**config.mk**
```make
export PLATFORM = sky130hd
export DESIGN_NAME = srcpos_stepper
export DESIGN_NICKNAME = d
export VERILOG_FILES = /design/src/rtl/srcpos_pkg.sv /design/src/rtl/srcpos_axis_acc.sv /design/src/rtl/srcpos_pos_split.sv /design/src/rtl/srcpos_step_check.sv /design/src/rtl/srcpos_stepper.sv
export SDC_FILE = /design/constraint.sdc
export NUM_CORES = 1
export LEC_CHECK = 0
export ABC_CLOCK_PERIOD_IN_PS = 2550
export BUFFER_PORTS_ARGS = -buffer_cell sky130_fd_sc_hd__buf_2
export CAP_MARGIN = 20
export CORE_UTILIZATION = 53
export DETAILED_ROUTE_END_ITERATION = 10
export PLACE_DENSITY = 0.79
export REMOVE_ABC_BUFFERS = 1
export SLEW_MARGIN = 20
export SYNTH_ARGS = -nofsm -noshare
export SYNTH_HDL_FRONTEND = slang
export SYNTH_SLANG_ARGS = --single-unit
```
**constraint.sdc**
```tcl
create_clock -name clk -period 2.55 [get_ports clk]
set_input_delay 0.3825 -clock clk [delete_from_list [all_inputs] [get_ports clk]]
set_output_delay 0.3825 -clock clk [all_outputs]
set_load 0.01 [all_outputs]
```
**src/rtl/srcpos_pkg.sv**
```systemverilog
package srcpos_pkg;
   // fixed-point format of step and offset
   localparam int unsigned FIX_W  = 12;
   localparam int unsigned FRAC_W = 10;
   // field placement inside an axis configuration word
   localparam int unsigned OFS_LSB = 16;
   localparam int unsigned STP_LSB = 0;

   typedef struct packed {
      logic [FIX_W-1:0] offset;
      logic [FIX_W-1:0] step;
   } axis_cfg_t;

   function automatic axis_cfg_t split_cfg(input logic [31:0] word);
      axis_cfg_t c;
      c.offset = word[OFS_LSB +: FIX_W];
      c.step   = word[STP_LSB +: FIX_W];
      return c;
   endfunction
endpackage

```
**src/rtl/srcpos_axis_acc.sv**
```systemverilog
module srcpos_axis_acc #(
   parameter int unsigned FIX_W    = 12,
   parameter int unsigned ACC_W    = 23,
   parameter bit          SATURATE = 1'b1
) (
   input  logic             clk,
   input  logic             rst_n,
   input  logic             load_i,
   input  logic             adv_i,
   input  logic [FIX_W-1:0] offset_i,
   input  logic [FIX_W-1:0] step_i,
   output logic [ACC_W-1:0] acc_o
);
   localparam int unsigned PAD_W = ACC_W - FIX_W;

   if (ACC_W <= FIX_W) begin : g_bad_width
      $error("srcpos_axis_acc: ACC_W must exceed FIX_W");
   end

   logic [ACC_W-1:0] acc_q;
   logic [ACC_W:0]   sum_w;
   logic [ACC_W-1:0] adv_val;
   logic [ACC_W-1:0] load_val;

   assign sum_w    = {1'b0, acc_q} + {{(PAD_W + 1){1'b0}}, step_i};
   assign load_val = {{PAD_W{1'b0}}, offset_i};

   if (SATURATE) begin : g_sat
      assign adv_val = sum_w[ACC_W] ? {ACC_W{1'b1}} : sum_w[ACC_W-1:0];
   end else begin : g_wrap
      assign adv_val = sum_w[ACC_W-1:0];
   end

   always_ff @(posedge clk) begin
      if (!rst_n)      acc_q <= '0;
      else if (load_i) acc_q <= load_val;
      else if (adv_i)  acc_q <= adv_val;
   end

   assign acc_o = acc_q;

   AST_LOAD_OFFSET: assert property (@(posedge clk) disable iff (!rst_n)
      load_i |=> (acc_q == {{PAD_W{1'b0}}, $past(offset_i)}));
   AST_IDLE_HOLD: assert property (@(posedge clk) disable iff (!rst_n)
      (!load_i && !adv_i) |=> $stable(acc_q));
   if (SATURATE) begin : g_sat_chk
      AST_NO_OVERFLOW: assert property (@(posedge clk) disable iff (!rst_n)
         (adv_i && !load_i) |=> (acc_q >= $past(acc_q)));
   end
endmodule

```
**src/rtl/srcpos_pos_split.sv**
```systemverilog
module srcpos_pos_split #(
   parameter int unsigned ACC_W  = 23,
   parameter int unsigned FRAC_W = 10,
   parameter int unsigned WGT_W  = 5
) (
   input  logic [ACC_W-1:0]        acc_i,
   output logic [ACC_W-FRAC_W-1:0] index_o,
   output logic [WGT_W-1:0]        weight_o
);
   if (WGT_W > FRAC_W || WGT_W == 0) begin : g_bad_wgt
      $error("srcpos_pos_split: WGT_W must be 1..FRAC_W");
   end

   assign index_o = acc_i[ACC_W-1:FRAC_W];

   if (WGT_W == FRAC_W) begin : g_full
      assign weight_o = acc_i[FRAC_W-1:0];
   end else begin : g_trunc
      assign weight_o = acc_i[FRAC_W-1 -: WGT_W];
   end
endmodule

```
**src/rtl/srcpos_step_check.sv**
```systemverilog
module srcpos_step_check #(
   parameter int unsigned      FIX_W      = 12,
   parameter logic [FIX_W-1:0] LIM_WIDE   = 12'h800,
   parameter logic [FIX_W-1:0] LIM_NARROW = 12'hE00
) (
   input  logic [FIX_W-1:0] step_i,
   input  logic             wide_i,
   output logic             bad_o
);
   logic [FIX_W-1:0] limit;
   assign limit = wide_i ? LIM_WIDE : LIM_NARROW;
   assign bad_o = (step_i > limit);
endmodule

```
**src/rtl/srcpos_stepper.sv**
```systemverilog
module srcpos_stepper #(
   parameter int unsigned MAX_SAMPLES = 1024,
   parameter int unsigned WGT_W       = 5,
   parameter bit          SATURATE    = 1'b1,
   parameter logic [11:0] LIM_WIDE    = 12'h800,
   parameter logic [11:0] LIM_NARROW  = 12'hE00,
   localparam int unsigned FIX_W  = srcpos_pkg::FIX_W,
   localparam int unsigned FRAC_W = srcpos_pkg::FRAC_W,
   localparam int unsigned CNT_W  = $clog2(MAX_SAMPLES + 1),
   localparam int unsigned ACC_W  = FIX_W + CNT_W,
   localparam int unsigned IDX_W  = ACC_W - FRAC_W
) (
   input  logic             clk,
   input  logic             rst_n,
   input  logic [31:0]      h_cfg_i,
   input  logic [31:0]      v_cfg_i,
   input  logic             wide_pix_i,
   input  logic             frame_start_i,
   input  logic             line_start_i,
   input  logic             sample_adv_i,
   output logic [IDX_W-1:0] h_index_o,
   output logic [WGT_W-1:0] h_weight_o,
   output logic [IDX_W-1:0] v_index_o,
   output logic [WGT_W-1:0] v_weight_o,
   output logic             h_step_bad_o
);
   import srcpos_pkg::*;

   if (MAX_SAMPLES < 2) begin : g_bad_samples
      $error("srcpos_stepper: MAX_SAMPLES must be at least 2");
   end

   axis_cfg_t h_cfg, v_cfg;
   assign h_cfg = split_cfg(h_cfg_i);
   assign v_cfg = split_cfg(v_cfg_i);

   // per-axis control: index 0 horizontal, index 1 vertical
   logic [1:0] load_w, adv_w;
   assign load_w[0] = frame_start_i | line_start_i;
   assign adv_w[0]  = sample_adv_i;
   assign load_w[1] = frame_start_i;
   assign adv_w[1]  = line_start_i;

   logic [1:0][FIX_W-1:0] offs_w, step_w;
   assign offs_w[0] = h_cfg.offset;
   assign step_w[0] = h_cfg.step;
   assign offs_w[1] = v_cfg.offset;
   assign step_w[1] = v_cfg.step;

   logic [1:0][ACC_W-1:0] acc_w;
   logic [1:0][IDX_W-1:0] idx_w;
   logic [1:0][WGT_W-1:0] wgt_w;

   for (genvar a = 0; a < 2; a++) begin : g_axis
      srcpos_axis_acc #(
         .FIX_W(FIX_W), .ACC_W(ACC_W), .SATURATE(SATURATE)
      ) i_acc (
         .clk(clk), .rst_n(rst_n),
         .load_i(load_w[a]), .adv_i(adv_w[a]),
         .offset_i(offs_w[a]), .step_i(step_w[a]),
         .acc_o(acc_w[a])
      );
      srcpos_pos_split #(
         .ACC_W(ACC_W), .FRAC_W(FRAC_W), .WGT_W(WGT_W)
      ) i_split (
         .acc_i(acc_w[a]), .index_o(idx_w[a]), .weight_o(wgt_w[a])
      );
   end

   srcpos_step_check #(
      .FIX_W(FIX_W), .LIM_WIDE(LIM_WIDE), .LIM_NARROW(LIM_NARROW)
   ) i_chk (
      .step_i(h_cfg.step), .wide_i(wide_pix_i), .bad_o(h_step_bad_o)
   );

   assign h_index_o  = idx_w[0];
   assign h_weight_o = wgt_w[0];
   assign v_index_o  = idx_w[1];
   assign v_weight_o = wgt_w[1];

   AST_V_IGNORES_SAMPLE: assert property (@(posedge clk) disable iff (!rst_n)
      (sample_adv_i && !line_start_i && !frame_start_i)
      |=> ($stable(v_index_o) && $stable(v_weight_o)));
   AST_LINE_BEATS_ADV: assert property (@(posedge clk) disable iff (!rst_n)
      (line_start_i && sample_adv_i && !frame_start_i)
      |=> (h_index_o == IDX_W'($past(h_cfg.offset) >> FRAC_W)));
   AST_FRAME_LOADS_V: assert property (@(posedge clk) disable iff (!rst_n)
      frame_start_i |=> (v_index_o == IDX_W'($past(v_cfg.offset) >> FRAC_W)));
   AST_WIDE_LIMIT_OK: assert property (@(posedge clk) disable iff (!rst_n)
      (wide_pix_i && h_cfg.step <= LIM_WIDE) |-> !h_step_bad_o);
endmodule

```
==> metrics.yaml <==
status: "completed"
yosys.area.top_type: "dfxtp_1"
start_util: 0.5456
worstMarginPinSlew_ns: 0.7029
yosysMostFrequentCell: "nand2_1"
die_x_microns: 88.18
rows: 31
drv_slew: 0
multiInputGateArea_sq_um: 2606
final_area_sq_um: 4358
p_leak_nw: 1.969
dr.pass1.iters: 5
endpoint: "g_axis[0].i_acc.acc_o[22]$_SDFFE_PP0P_"
io_buffers: 90
clock.fmax_mhz: 425.8
path_max_fanout: 2
finalNetCount: 646
drive_above_1_share: 0.2332
fillers: 706
place_congestion: 0.9019
h-tree-depth: 2
via_per_inst: 5.826
reg2reg_depth: 9
synthFlopType: "dfxtp_1"
post_cts_buffers: 0
drc_errors: 0
largest_reg_flops: 46
synth_edf_count: 0
reg2reg_from: "g_axis[0].i_acc.acc_o[0]$_SDFFE_PN0P_"
tns_ns: 0
synth_top_area_frac: 0.2339
timing_hold_violations_final: 0
place.detailed.hpwl_mm: 7.602
syn-cell-area_sq_um: 3936
reg2reg_slack_ns: 0.20
cts_made_buffers: 5
grt_overflow_total: 0
syn_to_final_growth_pct: 10.71
peakVddDrop_mv: 0.2325
cts_tree: "yes"
ios: 107
netlist_top_cells_area: "dfxtp_1 23%, ha_1 8.3%, buf_4 6.9%, nand2_1 5.0%, a21oi_1 4.2%"
crit_path_end_kind: "flip-flop"
critPathKind: "flip-flop to flip-flop"
arrival_ns: 2.55
power_density_nw_per_um2: 445.4
synth_cells: 493
clock_sinks: 46
synth_seq_cells: 46
whs_ns: 0.3827
clock_latency_ns: 0.30
finalCriticalPeriod_ns: 2.348
die-area_sq_um: 7776
cts_resized: 0
finClkSkew_ns: 0.007147
maxSlewHeadroom: 0.5296
cp_data_required_time_ns: 2.75
rsz0062_at_grt: "no"
regArea_sq_um: 920.9
cts_hold_buf: 0
hp-class: "input pin to flip-flop"
setup_viol: 0
first_iter_violations: 209
first_global_vias: 3467
synth.distinct_cells: 67
dpl-instance-area_sq_um: 4248
crit_start: "g_axis[0].i_acc.acc_o[0]$_SDFFE_PN0P_"
yosysSeqAreaShare: 0.2339
grt_pass1_wl_mm: 15.93
syn_area_per_cell_sq_um: 7.984
core_sq_um: 7214
ant_nets: 0
grt_max_degree: 29
wl_per_cell_microns: 15.07
routed_wl_mm: 9.765
clock_path_buffers: 2
reg2reg_to: "g_axis[0].i_acc.acc_o[22]$_SDFFE_PP0P_"
grt_antenna_before_repair: 0
async_flop_share: 0
cts_root_buf: "clkbuf_8"
cp-start-kind: "flip-flop"
synthTopCellsByCount: "52 x nand2_1, 46 x dfxtp_1, 36 x buf_4"
fin_crit_sh: 0.9209
antenna_cells: 0
dr_total_vias: 3775
max_cap_viol_count: 0
path_clk_slew_ns: 0.10
grt_util_all_layers: 0.2569
ys_warn_count: 0
die_y_microns: 88.18
## cell usage in the layout, fill, tap and decap left out, types with 4 or more instances in the layout
master / instances
a211oi_1: 5
a21o_1: 10
a21oi_1: 33
a31oi_1: 15
a32o_1: 4
and2_1: 8
and3_1: 9
and4_1: 5
buf_2: 90
buf_4: 13
clkbuf_8: 5
dfxtp_1: 46
ha_1: 26
inv_1: 12
nand2_1: 52
nand2b_1: 15
nand3_1: 18
nand4_1: 8
nor2_1: 23
nor2b_1: 10
nor3_1: 12
o211ai_1: 13
o21ai_0: 10
o21ai_1: 6
o311ai_0: 11
or3_1: 7
xnor2_1: 12
xor2_1: 13
## worst max-delay path: stages, from the launching register on
cell	delay, ns
dfxtp_1	0.34
ha_1	0.16
inv_1	0.05
fa_1	0.40
nor2b_1	0.19
o211ai_1	0.12
a21oi_2	0.23
o211ai_2	0.12
or4b_1	0.48
o211a_1	0.14
## power by group
group | total [mW] | switching, mW | internal, mW
logic | 0.595 | 0.336 | 0.259
clock network | 0.566 | 0.273 | 0.293
registers | 0.780 | 0.0264 | 0.754
total | 1.94 | 0.635 | 1.31
## worst min-delay path by stage
stage / from / to / cells after the start
detailed placement: g_axis[0].i_acc.acc_o[0]$_SDFFE_PN0P_ / g_axis[0].i_acc.acc_o[0]$_SDFFE_PN0P_ / 1
global placement: g_axis[0].i_acc.acc_o[0]$_SDFFE_PN0P_ / g_axis[0].i_acc.acc_o[0]$_SDFFE_PN0P_ / 1
floorplan: g_axis[0].i_acc.acc_o[0]$_SDFFE_PN0P_ / g_axis[0].i_acc.acc_o[0]$_SDFFE_PN0P_ / 1
finish: h_cfg_i[25] / g_axis[0].i_acc.acc_o[9]$_SDFFE_PN0P_ / 3
global route: h_cfg_i[25] / g_axis[0].i_acc.acc_o[9]$_SDFFE_PN0P_ / 3
CTS: h_cfg_i[25] / g_axis[0].i_acc.acc_o[9]$_SDFFE_PN0P_ / 3
## routing by layer
| metal | global-route usage | vias up | share of wire |
|---|---|---|---|
| met5 | 0 | - | 0 |
| met4 | 0.06891 | 0 | 0.016 |
| met3 | 0.03770 | 12 | 0.056 |
| met2 | 0.4189 | 110 | 0.46 |
| met1 | 0.3531 | 1749 | 0.47 |
| li1 | - | 1904 | - |
## cells by family (layout without fill, tap and decap cells)
logic type / Yosys count / in the layout / synth area share
and+or+nand+nor: 182 / 182 / 0.2419
buffers and inverters: 68 / 124 / 0.1039
DFF: 46 / 46 / 0.2339
xor gates and xnor gates: 25 / 25 / 0.05563
adders and majority gates: 28 / 28 / 0.09282
muxes: 6 / 6 / 0.01621
AOI/OAI and AO/OA: 138 / 138 / 0.2556
## final cells by class
class / count / area share
inverter: 13 / 0.01120
multi-input combinational: 379 / 0.5980
clock inverter: 2 / 0.008613
clock buffer: 6 / 0.01665
sequential: 46 / 0.2113
timing repair buffer: 103 / 0.1258
tap: 99 / 0.02842
## through the flow
stage / power, mW / setup slack, ns / utilization / cells
after floorplan: 1.189 / 0.2445 / - / 438
after global placement: 1.369 / 0.1180 / 0.5888 / 640
after CTS: 1.947 / 0.2171 / 0.6041 / 648
final: 1.941 / 0.2017 / 0.6041 / 648
after global routing: 2.048 / 0.04513 / 0.6041 / 648
after detailed placement: 1.383 / 0.04790 / 0.5888 / 640
Note: power is estimated with default switching activity, not from simulation.
